===== src/rtl/vwq_pkg.sv =====
package vwq_pkg;
  localparam int WORD_W = 16;

  typedef enum logic [1:0] {
    TGT_VRAM  = 2'b00,
    TGT_CRAM  = 2'b01,
    TGT_VSRAM = 2'b10,
    TGT_NONE  = 2'b11
  } tgt_e;

  function automatic logic kind_is_fill(input logic [1:0] kind);
    return kind == 2'b10;
  endfunction

  // second half of a split write carries the upper byte
  function automatic logic [7:0] pick_byte(input logic [WORD_W-1:0] d, input logic second);
    return second ? d[15:8] : d[7:0];
  endfunction

  function automatic logic [5:0] vsram_slot(input logic [6:0] a);
    return 6'(a >> 1);
  endfunction
endpackage


===== src/rtl/vwq_ring.sv =====
module vwq_ring #(
  parameter int DEPTH = 4,
  parameter int AW    = 17,
  parameter int DW    = 16
) (
  input  logic          clk,
  input  logic          rst,
  input  logic          push,
  input  logic [1:0]    push_tgt,
  input  logic [AW-1:0] push_addr,
  input  logic [DW-1:0] push_data,
  input  logic          pop,
  input  logic          head_split,
  input  logic          fill_take,
  input  logic [AW-1:0] fill_addr,
  output logic          empty,
  output logic          full,
  output logic          drains,
  output logic [1:0]    head_tgt,
  output logic [AW-1:0] head_addr,
  output logic [DW-1:0] head_data,
  output logic          head_part,
  output logic [1:0]    prev_tgt,
  output logic [DW-1:0] prev_data,
  output logic [DW-1:0] wrslot_data
);
  localparam int PW = (DEPTH > 1) ? $clog2(DEPTH) : 1;

  logic [1:0]    tgt_q  [DEPTH];
  logic [AW-1:0] addr_q [DEPTH];
  logic [DW-1:0] data_q [DEPTH];
  logic          part_q [DEPTH];
  logic [PW-1:0] rd, wr, rd_nx, wr_prev;
  logic          empty_q;

  assign rd_nx   = rd + 1'b1;
  assign wr_prev = wr - 1'b1;
  assign empty   = empty_q;
  assign full    = !empty_q && (rd == wr);
  assign drains  = pop && (rd_nx == wr);

  assign head_tgt    = tgt_q[rd];
  assign head_addr   = addr_q[rd];
  assign head_data   = data_q[rd];
  assign head_part   = part_q[rd];
  assign prev_tgt    = tgt_q[wr_prev];
  assign prev_data   = data_q[wr_prev];
  assign wrslot_data = data_q[wr];

  always_ff @(posedge clk) begin
    if (rst) begin
      rd      <= '0;
      wr      <= '0;
      empty_q <= 1'b1;
      for (int i = 0; i < DEPTH; i++) begin
        tgt_q[i]  <= '0;
        addr_q[i] <= '0;
        data_q[i] <= '0;
        part_q[i] <= 1'b0;
      end
    end else begin
      if (head_split) begin
        addr_q[rd] <= head_addr ^ AW'(1);
        part_q[rd] <= 1'b1;
      end
      if (fill_take) begin
        addr_q[wr_prev] <= fill_addr;
        part_q[wr_prev] <= 1'b1;
      end
      if (pop) rd <= rd_nx;
      if (drains) empty_q <= 1'b1;
      if (push) begin
        tgt_q[wr]  <= push_tgt;
        addr_q[wr] <= push_addr;
        data_q[wr] <= push_data;
        part_q[wr] <= 1'b0;
        wr         <= wr + 1'b1;
        if (empty_q || drains) rd <= wr;
        empty_q <= 1'b0;
      end
    end
  end
endmodule


===== src/rtl/vwq_fill_ctl.sv =====
module vwq_fill_ctl #(
  parameter int AW   = 17,
  parameter int LENW = 16,
  parameter int INCW = 8
) (
  input  logic            clk,
  input  logic            rst,
  input  logic            cmd_load,
  input  logic [AW-1:0]   cmd_addr,
  input  logic [1:0]      cmd_target,
  input  logic            cmd_dma_req,
  input  logic [1:0]      dma_kind,
  input  logic [LENW-1:0] dma_len,
  input  logic [INCW-1:0] addr_inc,
  input  logic            push,
  input  logic            queue_drains,
  input  logic            fill_step,
  input  logic            ext_dma_done,
  output logic [AW-1:0]   cur_addr,
  output logic [1:0]      cur_tgt,
  output logic            run,
  output logic            is_fill,
  output logic            armed
);
  import vwq_pkg::*;

  logic [AW-1:0]   addr_q;
  logic [1:0]      tgt_q;
  logic            req_q;
  logic [LENW-1:0] len_q;
  logic            last_unit;

  assign is_fill   = kind_is_fill(dma_kind);
  assign armed     = req_q && is_fill;
  assign last_unit = len_q <= LENW'(1);
  assign cur_addr  = addr_q;
  assign cur_tgt   = tgt_q;

  always_ff @(posedge clk) begin
    if (rst) begin
      addr_q <= '0;
      tgt_q  <= '0;
      req_q  <= 1'b0;
      len_q  <= '0;
      run    <= 1'b0;
    end else begin
      if (queue_drains && armed) run <= 1'b1;
      if (fill_step && last_unit) run <= 1'b0;
      if (push && armed) run <= 1'b0;
      if (ext_dma_done && !is_fill) run <= 1'b0;
      if (cmd_load) begin
        addr_q <= cmd_addr;
        tgt_q  <= cmd_target;
        req_q  <= cmd_dma_req;
        len_q  <= dma_len;
        run    <= cmd_dma_req && !is_fill;
      end else begin
        if (push || fill_step) addr_q <= addr_q + AW'(addr_inc);
        if (fill_step) begin
          len_q <= len_q - LENW'(1);
          if (last_unit) req_q <= 1'b0;
        end
      end
    end
  end
endmodule


===== src/rtl/vmem_wq.sv =====
module vmem_wq #(
  parameter int DEPTH = 4,
  parameter int AW    = 17,
  parameter int LENW  = 16,
  parameter int INCW  = 8
) (
  input  logic            clk,
  input  logic            rst,
  input  logic            cmd_load,
  input  logic [AW-1:0]   cmd_addr,
  input  logic [1:0]      cmd_target,
  input  logic            cmd_dma_req,
  input  logic [1:0]      dma_kind,
  input  logic [LENW-1:0] dma_len,
  input  logic [INCW-1:0] addr_inc,
  input  logic            host_wr_valid,
  input  logic [15:0]     host_wr_data,
  output logic            host_wr_ready,
  input  logic            vram_128k,
  input  logic            mode5,
  input  logic            slot,
  input  logic            ext_dma_done,
  output logic            vram_we,
  output logic            vram_word,
  output logic            cram_we,
  output logic            vsram_we,
  output logic [AW-1:0]   mem_addr,
  output logic [15:0]     mem_data,
  output logic            dma_run
);
  import vwq_pkg::*;

  logic          q_empty, q_full, q_drains;
  logic [1:0]    head_tgt, prev_tgt, cur_tgt;
  logic [AW-1:0] head_addr, cur_addr;
  logic [15:0]   head_data, prev_data, wrslot_data;
  logic          head_part;
  logic          run, is_fill, armed;
  logic          accept, drain, fill_step, pop_evt, split_evt;
  logic          nonfill_busy, armed_push, wide;
  logic [1:0]    e_tgt;
  logic [AW-1:0] e_addr;
  logic [15:0]   e_data;
  logic          e_part;

  assign nonfill_busy  = run && !is_fill;
  assign host_wr_ready = !q_full && !nonfill_busy;
  assign accept        = host_wr_valid && host_wr_ready;
  assign armed_push    = accept && armed;
  assign drain         = slot && !q_empty;
  assign fill_step     = slot && q_empty && run && is_fill;
  assign wide          = vram_128k && mode5;
  assign dma_run       = run;

  assign e_tgt  = fill_step ? prev_tgt  : head_tgt;
  assign e_addr = fill_step ? cur_addr  : head_addr;
  assign e_data = fill_step ? prev_data : head_data;
  assign e_part = fill_step ? 1'b1      : head_part;

  always_comb begin
    vram_we   = 1'b0;
    vram_word = 1'b0;
    cram_we   = 1'b0;
    vsram_we  = 1'b0;
    mem_addr  = '0;
    mem_data  = '0;
    pop_evt   = 1'b0;
    split_evt = 1'b0;
    if (drain || fill_step) begin
      unique case (tgt_e'(e_tgt))
        TGT_VRAM: begin
          vram_we = 1'b1;
          if (wide) begin
            vram_word = 1'b1;
            mem_addr  = e_addr;
            mem_data  = e_data;
            pop_evt   = drain;
          end else begin
            mem_addr  = e_addr ^ AW'(1);
            mem_data  = {8'h00, pick_byte(e_data, e_part)};
            split_evt = drain && !e_part;
            pop_evt   = drain && e_part;
          end
        end
        TGT_CRAM: begin
          cram_we  = 1'b1;
          mem_addr = e_addr;
          mem_data = e_part ? wrslot_data : e_data;
          pop_evt  = drain;
        end
        TGT_VSRAM: begin
          vsram_we = 1'b1;
          mem_addr = AW'(vsram_slot(e_addr[6:0]));
          mem_data = e_part ? wrslot_data : e_data;
          pop_evt  = drain;
        end
        default: pop_evt = drain;
      endcase
    end
  end

  vwq_ring #(.DEPTH(DEPTH), .AW(AW), .DW(16)) u_ring (
    .clk(clk), .rst(rst),
    .push(accept), .push_tgt(cur_tgt), .push_addr(cur_addr), .push_data(host_wr_data),
    .pop(pop_evt), .head_split(split_evt), .fill_take(fill_step), .fill_addr(cur_addr),
    .empty(q_empty), .full(q_full), .drains(q_drains),
    .head_tgt(head_tgt), .head_addr(head_addr), .head_data(head_data), .head_part(head_part),
    .prev_tgt(prev_tgt), .prev_data(prev_data), .wrslot_data(wrslot_data)
  );

  vwq_fill_ctl #(.AW(AW), .LENW(LENW), .INCW(INCW)) u_fill (
    .clk(clk), .rst(rst),
    .cmd_load(cmd_load), .cmd_addr(cmd_addr), .cmd_target(cmd_target),
    .cmd_dma_req(cmd_dma_req), .dma_kind(dma_kind), .dma_len(dma_len), .addr_inc(addr_inc),
    .push(accept), .queue_drains(q_drains), .fill_step(fill_step), .ext_dma_done(ext_dma_done),
    .cur_addr(cur_addr), .cur_tgt(cur_tgt), .run(run), .is_fill(is_fill), .armed(armed)
  );
endmodule


===== config.mk =====
export PLATFORM = sky130hd
export DESIGN_NAME = vmem_wq
export DESIGN_NICKNAME = d
export VERILOG_FILES = /design/src/rtl/vwq_pkg.sv /design/src/rtl/vwq_ring.sv /design/src/rtl/vwq_fill_ctl.sv /design/src/rtl/vmem_wq.sv
export SDC_FILE = /design/constraint.sdc
export NUM_CORES = 1
export LEC_CHECK = 0
export ABC_AREA = 0
export BUFFER_PORTS_ARGS = -buffer_cell sky130_fd_sc_hd__buf_4
export CAP_MARGIN = 5
export CORE_MARGIN = 3
export CORE_UTILIZATION = 50
export CTS_CLUSTER_DIAMETER = 30
export CTS_CLUSTER_SIZE = 8
export DETAILED_ROUTE_END_ITERATION = 7
export PLACE_DENSITY = 0.72
export SLEW_MARGIN = 10
export SYNTH_ARGS = -nofsm -noshare
export SYNTH_HDL_FRONTEND = slang
export SYNTH_SLANG_ARGS = --single-unit

===== constraint.sdc =====
create_clock -name clk -period 11.38 [get_ports clk]
set_input_delay 2.276 -clock clk [delete_from_list [all_inputs] [get_ports clk]]
set_output_delay 2.276 -clock clk [all_outputs]
set_load 0.005 [all_outputs]

==> out/metrics.cfg, run 1 <==
[run_status]
status = completed

[critical_path]
path_class = in2out
cp.arrival_ns = 5.22
cp-start-kind = primary input
worstSetupEndpointType = output pin
crit_required_ns = 9.10
path_max_fanout = 36

[cells_and_area]
final_cell_count_no_fill = 1350
syn_to_final_growth_pct = 12.8
postLayoutCoreUtil = 0.580
drive_gt1_frac = 0.253
n_antenna_cell = 0
fin_nets = 1146
finish.instance_area_um2 = 12800
final_common_cell = edfxtp_1
mostFrequentLayoutCells = edfxtp_1, buf_4, nand2_1

[die]
initial_utilization = 0.514
die_y_um = 157
die_area_um2 = 24600
ios = 109
die_w_um = 157
core_area_um2 = 22100
rows = 54

[timing]
skew_ns = 0.0179
setup_viol = 0
timing.slew.headroom = 0.259
layout_min_cycle_time_ns = 7.49
setup-tns-final_ns = 0
tightest_slew_ns = 1.11
report.final.slew_viol_count = 0
finalHoldViolCount = 0
final.period_utilization = 0.658
fmax_mhz = 133
rsz0062_at_grt = no

[clocking]
cts_root_buf = clkbuf_16
cts_max_path_buffers = 2
cts_tree = yes
cts_buffers = 17
post-cts-setup-buffer-count = 0
cts_resized = 0
hold_buffers = 0
clock_latency_ns = 0.44
clock_sinks = 188
cts.clk_slew.worst_paths_ns = 0.07
cts_max_level = 4

[placement]
dp.cells = 1318
placed_area_um2 = 12200
port_buffers = 108
hpwlAfterDp_mm = 19.3
place_congestion = 0.843

[routing]
postRouteAntennaNets = 0
wl_mm = 30.4
post_drt_via_cell_ratio = 6.37
wl_per_cell_um = 22.5
drt_first_pass_iters = 7
dr_total_vias = 8593
drt_iter0_markers = 831
drc = 0

[logic_synthesis]
netlist_area_um2 = 11400
synth_seq_cells = 188
ys_seq_area_frac = 0.455
synth_edf_count = 140
synth_nets = 1089
yosysWarnings = 0
synth_cell_type_count = 70
postSynth.asyncResetShare = 0
synth.avg_cell_area_um2 = 11.4
synthFlopType = edfxtp_1
syn_inst = 1000

[pwr]
peakVddDrop_v = 0.000129
finalPower_uw = 1830
p_leak_uw = 0.00476
powerDensity_nw_per_um2 = 143

[global_route]
grt_max_degree = 67
grt_overflow = 0
grt_pass1_vias = 8492
grt_use_total = 0.251
grt_pass1_wl_mm = 47.2
antenna_found_initial = 0

[job]
maxCapViolations = 0

[hold_path]
hp-class = reg2reg

[logic make-up after synthesis]
group | synth area share
simple gates | 0.149
compound gates | 0.139
flops | 0.455
mux | 0.180
buf+inv | 0.0399
xor+xnor | 0.0162
fa+ha+maj | 0.0216
[routing by layer]
metal | track usage | share of wire | wire, µm | vias to the layer above
li1 | - | - | - | 3925
met1 | 0.350 | 0.41 | 12600 | 4214
met2 | 0.400 | 0.49 | 14800 | 403
met3 | 0.0429 | 0.078 | 2360 | 51
met4 | 0.0838 | 0.022 | 676 | 0
met5 | 0 | 0 | 0 | -
[final timing paths]
path,startpoint,slack [ns],cells past startpoint,end
min reg2reg,u_ring.part_q[2],0.48,2,u_ring.part_q[2]
max,slot,3.89,11,mem_data[1]
min,u_ring.part_q[2],0.48,2,u_ring.part_q[2]
max reg2reg,u_ring.wr[1],6.07,10,u_ring.addr_q[3][0]
[stage by stage]
step           setup WS, ns  hold slack (ns)
2_1_floorplan          4.51            0.446
3_3_place_gp           4.08            0.463
3_5_place_dp           3.93            0.467
4_1_cts                3.93            0.485
5_1_grt                3.58            0.499
6_report               3.89            0.485
[cells in the mapped netlist, drive strengths merged, types with 8 or more instances]
| library cell | instances | share of area |
|---|---|---|
| o22ai | 9 | 0.0050 |
| mux2 | 26 | 0.026 |
| nor3 | 11 | 0.0053 |
| edfxtp | 140 | 0.37 |
| xnor2 | 13 | 0.010 |
| a21oi | 83 | 0.038 |
| a311oi | 12 | 0.0093 |
| xor2 | 8 | 0.0062 |
| nand4 | 8 | 0.0044 |
| a22o | 52 | 0.040 |
| o21ai | 17 | 0.0075 |
| clkbuf | 45 | 0.015 |
| a211oi | 18 | 0.012 |
| buf | 35 | 0.020 |
| mux2i | 17 | 0.015 |
| and2 | 78 | 0.043 |
| mux4 | 70 | 0.14 |
| dfxtp | 48 | 0.085 |
| ha | 18 | 0.020 |
| nand2 | 109 | 0.036 |
| inv | 14 | 0.0046 |
| and3 | 8 | 0.0044 |
| nor2 | 75 | 0.027 |
[flip-flops by register name (all words and copies together) (netlist names), named ones only]
register / count
u_ring.data_q: 64
u_fill.len_q: 16
u_fill.req_q: 1
u_fill.run: 1
u_fill.cur_tgt: 2
u_ring.rd: 2
u_ring.empty: 1
u_ring.tgt_q: 8
u_fill.cur_addr: 17
u_ring.wr: 2
u_ring.addr_q: 68
u_ring.part_q: 4
[critical path, cell delays in order]
cell and delay, ns:
buf_4 0.15, and3_1 0.24, nand2_1 0.09, buf_4 0.45, mux2i_1 0.36, inv_1 0.11
ha_1 0.22, and3b_1 0.49, o21ai_0 0.35, o22ai_1 0.29, buf_4 0.16
[layout make-up]
| cell class | count | area [µm²] |
|---|---|---|
| tap | 280 | 350 |
| fill | 1804 | 9280 |
| inverter | 15 | 56.3 |
| clock inverter | 15 | 183 |
| clock buffer | 17 | 425 |
| sequential | 188 | 5170 |
| timing repair buffer | 118 | 886 |
| multi-input combinational | 717 | 5750 |
[report_power, final]
part / leakage [µW] / switching (µW) / internal, µW / total, µW
Sequential: 0.00185 / 42.0 / 789 / 831
Combinational: 0.00261 / 214 / 184 / 397
Clock: 0.000293 / 305 / 299 / 603
No activity file was read; power rests on OpenSTA's default activity.
==> inputs of run 2 (changes only) <==
- ABC_AREA: 0 -> 1
- clock period: 11.38 -> 7.2 ns (I/O delays scaled with it)
==> run 2 against run 1 <==
  * Combinational power grew 120%
  * Sequential power grew 60%
  * Hold slack lost 0.019 ns
  * Largest power group unchanged
  * Critical path type is now reg2out
  * Synthesized cell count grew 72%
  * Sequential share of layout area shrank 2.6 points
  * Flip-flop and latch count is the same
  * Via count grew 43%
  * Highest routed layer is now met5
==> out/metrics.cfg, run 2 <==
[run_status]
status = completed  ; unchanged

[die]
die_area_um2 = 26500  ; was 24600 µm²
core_area_um2 = 23800  ; was 22100 µm²
die_y_um = 163  ; was 157 µm
ios = 109  ; unchanged
die_w_um = 163  ; was 157 µm
rows = 56  ; was 54
initial_utilization = 0.515  ; was 0.514

[cells_and_area]
final_common_cell = nand2_1  ; was edfxtp_1
fin_nets = 1848  ; was 1146
top_register = u_ring.addr_q  ; unchanged
largest_reg_flops = 68  ; unchanged
drive_gt1_frac = 0.108  ; was 0.253
n_antenna_cell = 0  ; unchanged
finish.instance_area_um2 = 13700  ; was 12800 µm²
final_cell_count_no_fill = 2091  ; was 1350
mostFrequentLayoutCells = nand2_1, nor2_1, a21oi_1  ; was edfxtp_1, buf_4, nand2_1
syn_to_final_growth_pct = 11.6  ; was 12.8%

[critical_path]
path_class = reg2out  ; was in2out
crit_required_ns = 5.76  ; was 9.10 ns
cp_slowest_cell = ha_1  ; was and3b_1
slowest_delay_ns = 0.82  ; was 0.49 ns
worstSetupEndpointType = output pin  ; unchanged
worstPathCellList = inv_1 > ha_1 > inv_1 > a21oi_1 > o21ai_0 > nand2_1 > nand2_1 > nand2_1 > inv_1 > ha_1 > nor2_1 > a21oi_1 > nand2_1 > a21oi_1 > buf_4  ; was buf_4 > and3_1 > nand2_1 > buf_4 > mux2i_1 > inv_1 > ha_1 > and3b_1 > o21ai_0 > o22ai_1 > buf_4
crit_top_cell = nand2_1  ; was buf_4
cp-start-kind = flop  ; was primary input
cp.arrival_ns = 4.83  ; was 5.22 ns
path_max_fanout = 20  ; was 36

[job]
maxCapViolations = 0  ; unchanged

[routing]
wl_per_cell_um = 18.3  ; was 22.5 µm
post_drt_via_cell_ratio = 5.88  ; was 6.37
wl_mm = 38.3  ; was 30.4 mm
dr_total_vias = 12300  ; was 8593
drc = 0  ; unchanged
drt_first_pass_iters = 6  ; was 7
postRouteAntennaNets = 0  ; unchanged
drt_iter0_markers = 1520  ; was 831

[logic_synthesis]
synth_top_family_by_area = simple AND/OR/NAND/NOR gates  ; was multiplexers
synth_top_area_cell = edfxtp_1  ; unchanged
synth_seq_cells = 188  ; unchanged
yosysMostFrequentCell = nand2_1  ; was edfxtp_1
netlist_area_um2 = 12300  ; was 11400 µm²
postSynth.asyncResetShare = 0  ; unchanged
synth_simple_gate_area_share = 0.299  ; was 0.149
yosys-top-cells-count = nand2_1, nor2_1, a21oi_1  ; was edfxtp_1, nand2_1, a21oi_1
ys_seq_area_frac = 0.421  ; was 0.455
synth.avg_cell_area_um2 = 7.12  ; was 11.4 µm²
synth_edf_count = 140  ; unchanged
synth_fa_ha_area_frac = 0.0200  ; was 0.0216
synth_nets = 1813  ; was 1089
synth_top_area_share = 0.342  ; was 0.370
yosysWarnings = 0  ; unchanged
synth_cell_type_count = 50  ; was 70
syn_inst = 1724  ; was 1000
synth_compound_area_frac = 0.173  ; was 0.139
synth_area_leaders = edfxtp_1, nand2_1, nor2_1, dfxtp_1, a21oi_1  ; was edfxtp_1, mux4_2, dfxtp_1, and2_1, a22o_1
synth_xor_area_frac = 0.00571  ; was 0.0162
synthFlopType = edfxtp_1  ; unchanged
synthMuxAreaShare = 0  ; was 0.180

[placement]
hpwlAfterDp_mm = 24.6  ; was 19.3 mm
port_buffers = 108  ; unchanged
place_congestion = 0.928  ; was 0.843
dp.cells = 2059  ; was 1318
placed_area_um2 = 13100  ; was 12200 µm²

[clocking]
post-cts-setup-buffer-count = 0  ; unchanged
hold_buffers = 0  ; unchanged
cts_resized = 0  ; unchanged
cts_root_buf = clkbuf_16  ; unchanged
cts_tree = yes  ; unchanged
cts_max_path_buffers = 2  ; unchanged
clock_sinks = 188  ; unchanged
cts_buffers = 17  ; unchanged
clock_latency_ns = 0.44  ; about the same
cts_max_level = 4  ; unchanged
cts.clk_slew.worst_paths_ns = 0.07  ; about the same

[global_route]
grt_max_degree = 85  ; was 67
grt_use_total = 0.285  ; was 0.251
grt_pass1_wl_mm = 59.7  ; was 47.2 mm
grt_pass1_vias = 11200  ; was 8492
antenna_found_initial = 1  ; was 0
grt_overflow = 0  ; unchanged

[timing]
tightest_slew_ns = 1.18  ; was 1.11 ns
rsz0062_at_grt = no  ; unchanged
finalHoldViolCount = 0  ; unchanged
setup_viol = 0  ; unchanged
hold-worst-slack_ns = 0.465  ; was 0.485 ns
fmax_mhz = 159
report.final.slew_viol_count = 0  ; unchanged
timing.slew.headroom = 0.216  ; was 0.259
final.period_utilization = 0.871
layout_min_cycle_time_ns = 6.27
skew_ns = 0.0107  ; was 0.0179 ns
setup-tns-final_ns = 0  ; unchanged

[hold_path]
hp-class = reg2reg  ; unchanged

[pwr]
power.internal_uw = 2060  ; was 1270 µW
p_switching_uw = 1150  ; was 560 µW
power_frac_seq = 0.414  ; was 0.454
powerDensity_nw_per_um2 = 234  ; was 143 nW/µm²
p_sw_frac = 0.359  ; was 0.306
clkPwrFrac = 0.310  ; was 0.329
p_leak_uw = 0.00604  ; was 0.00476 µW
peakVddDrop_v = 0.000164  ; was 0.000129 V
finalPower_uw = 3210  ; was 1830 µW
p_comb_frac = 0.276  ; was 0.217

[run 2: cell types whose count changed after synthesis, sizes merged, moves of 52 or more]
| cell | previous run | this run |
|---|---|---|
| a22o | 52 | 0 |
| inv | 14 | 126 |
| a21oi | 83 | 164 |
| mux4 | 70 | 0 |
| o21ai | 17 | 168 |
| nand3 | 7 | 139 |
| nor2 | 75 | 269 |
| and2 | 78 | 2 |
| nand2 | 109 | 443 |
[run 2: routing by layer]
| metal | wire (µm) | GRT usage | vias up | part of all wire |
|---|---|---|---|---|
| met2 | 17400 | 0.453 | 719 | 0.45 |
| met1 | 16200 | 0.409 | 5676 | 0.42 |
| li1 | - | - | 5836 | - |
| met4 | 733 | 0.0834 | 2 | 0.019 |
| met3 | 3900 | 0.0376 | 68 | 0.10 |
| met5 | 13 | 0 | - | 0.00034 |
[run 2: stage by stage]
stage                     worst slack (ns)  utilization
after global routing                 0.422        0.575
after CTS                             1.04        0.575
after floorplan                       2.06            -
after detailed placement              1.44        0.550
after global placement                1.58        0.550
final                                0.926        0.575
[run 2: cell type report]
class	instances	area, µm²
Fill cell	2301	10100
Multi-Input combinational cell	1297	6110
Sequential cell	188	5170
Timing Repair Buffer	124	931
Inverter	131	492
Clock buffer	17	425
Tap cell	319	399
Clock inverter	15	178
[run 2: path summary, 6_finish.rpt]
kind | startpoint | end | depth (start not counted) | slack, ns
max reg2reg | u_ring.wr[1] | u_ring.addr_q[2][0] | 17 | 1.88
max | u_ring.wr[1] | mem_data[3] | 15 | 0.93
min | u_ring.part_q[3] | u_ring.part_q[3] | 2 | 0.47
min reg2reg | u_ring.part_q[3] | u_ring.part_q[3] | 2 | 0.47
[run 2: cell families (layout without fill, tap and decap cells)]
family,Yosys count,count (layout)
fa+ha+maj,19,19
simple gates,876,876
xor+xnor,8,8
buf+inv,239,287
compound gates,394,394
flops,188,188
[run 2: power groups by stage]
stage | Sequential, µW | Combinational, µW | Clock, µW
after global routing | 1340 | 983 | 1030
after CTS | 1320 | 870 | 985
after floorplan | 1310 | 625 | 0
after global placement | 1350 | 853 | 0
final | 1330 | 884 | 993
after detailed placement | 1350 | 865 | 0
[run 2: worst max-delay path: cells and delay by family, from the launching register on]
family	cells	cell delay [ns]
buffers and inverters	4	0.96
AO/OA/AOI/OAI	4	0.97
AND/OR/NAND/NOR	5	0.46
adder cells (fa/ha/maj)	2	1.49
flip-flops	1	0.52
==> inputs of run 3 (changes only) <==
- CORE_UTILIZATION: 50 -> 55
- PLACE_DENSITY: 0.72 -> 0.78
==> run 3 against run 2 <==
  * Sequential share of layout area increased by 0.17 points
  * Hold slack got worse by 0.0064 ns
  * Global-route usage increased by 2.1 points
  * Routed wire length decreased by 1.9%
  * Largest power group unchanged
==> out/metrics.cfg, run 3 (synthesis results as in run 2) <==
[critical_path]
crit_top_cell = inv_1  ; was nand2_1
crit_family = buffers and inverters  ; was adder cells
worstPathCellList = inv_1 > buf_4 > ha_1 > inv_1 > a21oi_1 > o21ai_0 > nand2_1 > nand2_1 > nand2_1 > inv_1 > ha_1 > inv_1 > nor2_1 > inv_1 > a21oi_1 > nand2_1 > a21oi_1 > buf_4  ; was inv_1 > ha_1 > inv_1 > a21oi_1 > o21ai_0 > nand2_1 > nand2_1 > nand2_1 > inv_1 > ha_1 > nor2_1 > a21oi_1 > nand2_1 > a21oi_1 > buf_4
path_max_fanout = 40  ; was 20
timing.rr.start = u_ring.wr[0]  ; was u_ring.wr[1]
cp_slowest_cell = inv_1  ; was ha_1
rr_endpoint = u_ring.addr_q[2][7]  ; was u_ring.addr_q[2][0]
crit_required_ns = 5.76  ; about the same
cp-start-kind = flop  ; unchanged
cp.arrival_ns = 4.77  ; was 4.83 ns
cp_num_buf_inv = 7  ; was 4
r2r_slack_ns = 2.05  ; was 1.88 ns
ff2ff_path_depth = 18  ; was 17
slowest_delay_ns = 0.67  ; was 0.82 ns
worstSetupEndpointType = output pin  ; unchanged
path_class = reg2out  ; unchanged

[global_route]
grt_max_degree = 82  ; was 85
antenna_found_initial = 0  ; was 1
grt_pass1_vias = 11200  ; about the same
grt_pass1_wl_mm = 58.8  ; was 59.7 mm
grt_overflow = 0  ; unchanged
grt_use_total = 0.306  ; was 0.285

[timing]
finalHoldViolCount = 0  ; unchanged
setup-tns-final_ns = 0  ; unchanged
hold-worst-slack_ns = 0.459  ; was 0.465 ns
layout_min_cycle_time_ns = 6.21  ; was 6.27 ns
report.final.slew_viol_count = 0  ; unchanged
timing.slew.headroom = 0.220  ; was 0.216
setup_ws_ns = 0.988  ; was 0.926 ns
tightest_slew_ns = 1.17  ; was 1.18 ns
setup_viol = 0  ; unchanged
skew_ns = 0.00952  ; was 0.0107 ns
rsz0062_at_grt = no  ; unchanged
fmax_mhz = 161  ; was 159 MHz
final.period_utilization = 0.863  ; was 0.871

[clocking]
cts_max_path_buffers = 2  ; unchanged
cts.clk_slew.worst_paths_ns = 0.07  ; about the same
hold_buffers = 0  ; unchanged
cts_root_buf = clkbuf_16  ; unchanged
clock_sinks = 188  ; unchanged
cts_max_level = 4  ; unchanged
cts_buffers = 17  ; unchanged
clock_latency_ns = 0.45  ; was 0.44 ns
cts_resized = 0  ; unchanged
post-cts-setup-buffer-count = 0  ; unchanged
cts_tree = yes  ; unchanged

[die]
ios = 109  ; unchanged
rows = 54  ; was 56
die_area_um2 = 24200  ; was 26500 µm²
initial_utilization = 0.561  ; was 0.515
die_w_um = 155  ; was 163 µm
die_y_um = 155  ; was 163 µm
core_area_um2 = 21900  ; was 23800 µm²

[pwr]
p_leak_uw = 0.00604  ; about the same
peakVddDrop_v = 0.000152  ; was 0.000164 V
finalPower_uw = 3180  ; was 3210 µW
powerDensity_nw_per_um2 = 233  ; was 234 nW/µm²

[routing]
post_drt_via_cell_ratio = 6.04  ; was 5.88
drt_first_pass_iters = 6  ; unchanged
drc = 0  ; unchanged
postRouteAntennaNets = 0  ; unchanged
wl_per_cell_um = 18.3  ; about the same
dr_total_vias = 12400  ; was 12300
wl_mm = 37.6  ; was 38.3 mm
drt_iter0_markers = 1534  ; was 1520

[job]
maxCapViolations = 0  ; unchanged

[placement]
place_congestion = 0.982  ; was 0.928
hpwlAfterDp_mm = 24.5  ; was 24.6 mm
port_buffers = 108  ; unchanged
place_worst_setup_slack_ns = 1.38  ; was 1.44 ns
placed_area_um2 = 13000  ; was 13100 µm²

[cells_and_area]
finish.instance_area_um2 = 13600  ; was 13700 µm²
largest_reg_flops = 68  ; unchanged
n_antenna_cell = 0  ; unchanged
final_common_cell = nand2_1  ; unchanged
drive_gt1_frac = 0.108  ; about the same
mostFrequentLayoutCells = nand2_1, nor2_1, a21oi_1  ; unchanged
top_register = u_ring.addr_q  ; unchanged
fin_nets = 1847  ; was 1848
syn_to_final_growth_pct = 11.1  ; was 11.6%

[hold_path]
hp-start = u_ring.part_q[0]  ; was u_ring.part_q[3]
whs_path_depth = 2  ; unchanged
hp-class = reg2reg  ; unchanged
holdPathEnd = u_ring.part_q[0]  ; was u_ring.part_q[3]

[run_status]
status = completed  ; unchanged

run 3: cell types whose count changed in the layout (fill, tap and decap cells not counted), sizes merged:
cell,change
buf,-1
inv,+4
clkinv,-1
bufinv,-1
clkinvlp,-2
run 3: cell type report:
type,instances,area (µm²)
Fill cell,1968,8250
Multi-Input combinational cell,1297,6110
Sequential cell,188,5170
Timing Repair Buffer,123,923
Inverter,131,492
Clock buffer,17,425
Tap cell,280,350
Clock inverter,15,171
run 3: worst max path at each step:
stage / from / endpoint / slack [ns] / depth (start not counted)
global placement: slot / mem_data[3] / 1.44 / 16
detailed placement: slot / mem_data[3] / 1.38 / 16
finish: u_ring.wr[0] / mem_data[5] / 0.99 / 18
CTS: u_ring.wr[0] / mem_data[1] / 1.09 / 18
global route: u_ring.wr[0] / mem_data[1] / 0.57 / 18
floorplan: dma_kind[1] / mem_data[1] / 2.06 / 15
run 3: routing by layer:
metal	GRT usage	share of wire
met5	0	0
met4	0.104	0.024
met3	0.0690	0.12
met2	0.475	0.45
met1	0.426	0.41
run 3: per-stage QoR:
step / std cells / util
floorplan: 1724 / -
global placement: 2019 / 0.596
detailed placement: 2019 / 0.596
CTS: 2051 / 0.623
global route: 2051 / 0.623
finish: 2051 / 0.623
run 3: worst min-delay path: stages (launching register included):
cell	delay (ns)
dfxtp_1	0.31
nand2_1	0.06
nand2_1	0.05
run 3: power by group:
group,internal [µW],switching (µW),leakage (µW)
logic,279,598,0.00390
registers,1250,80.2,0.00185
clock network,499,477,0.000292
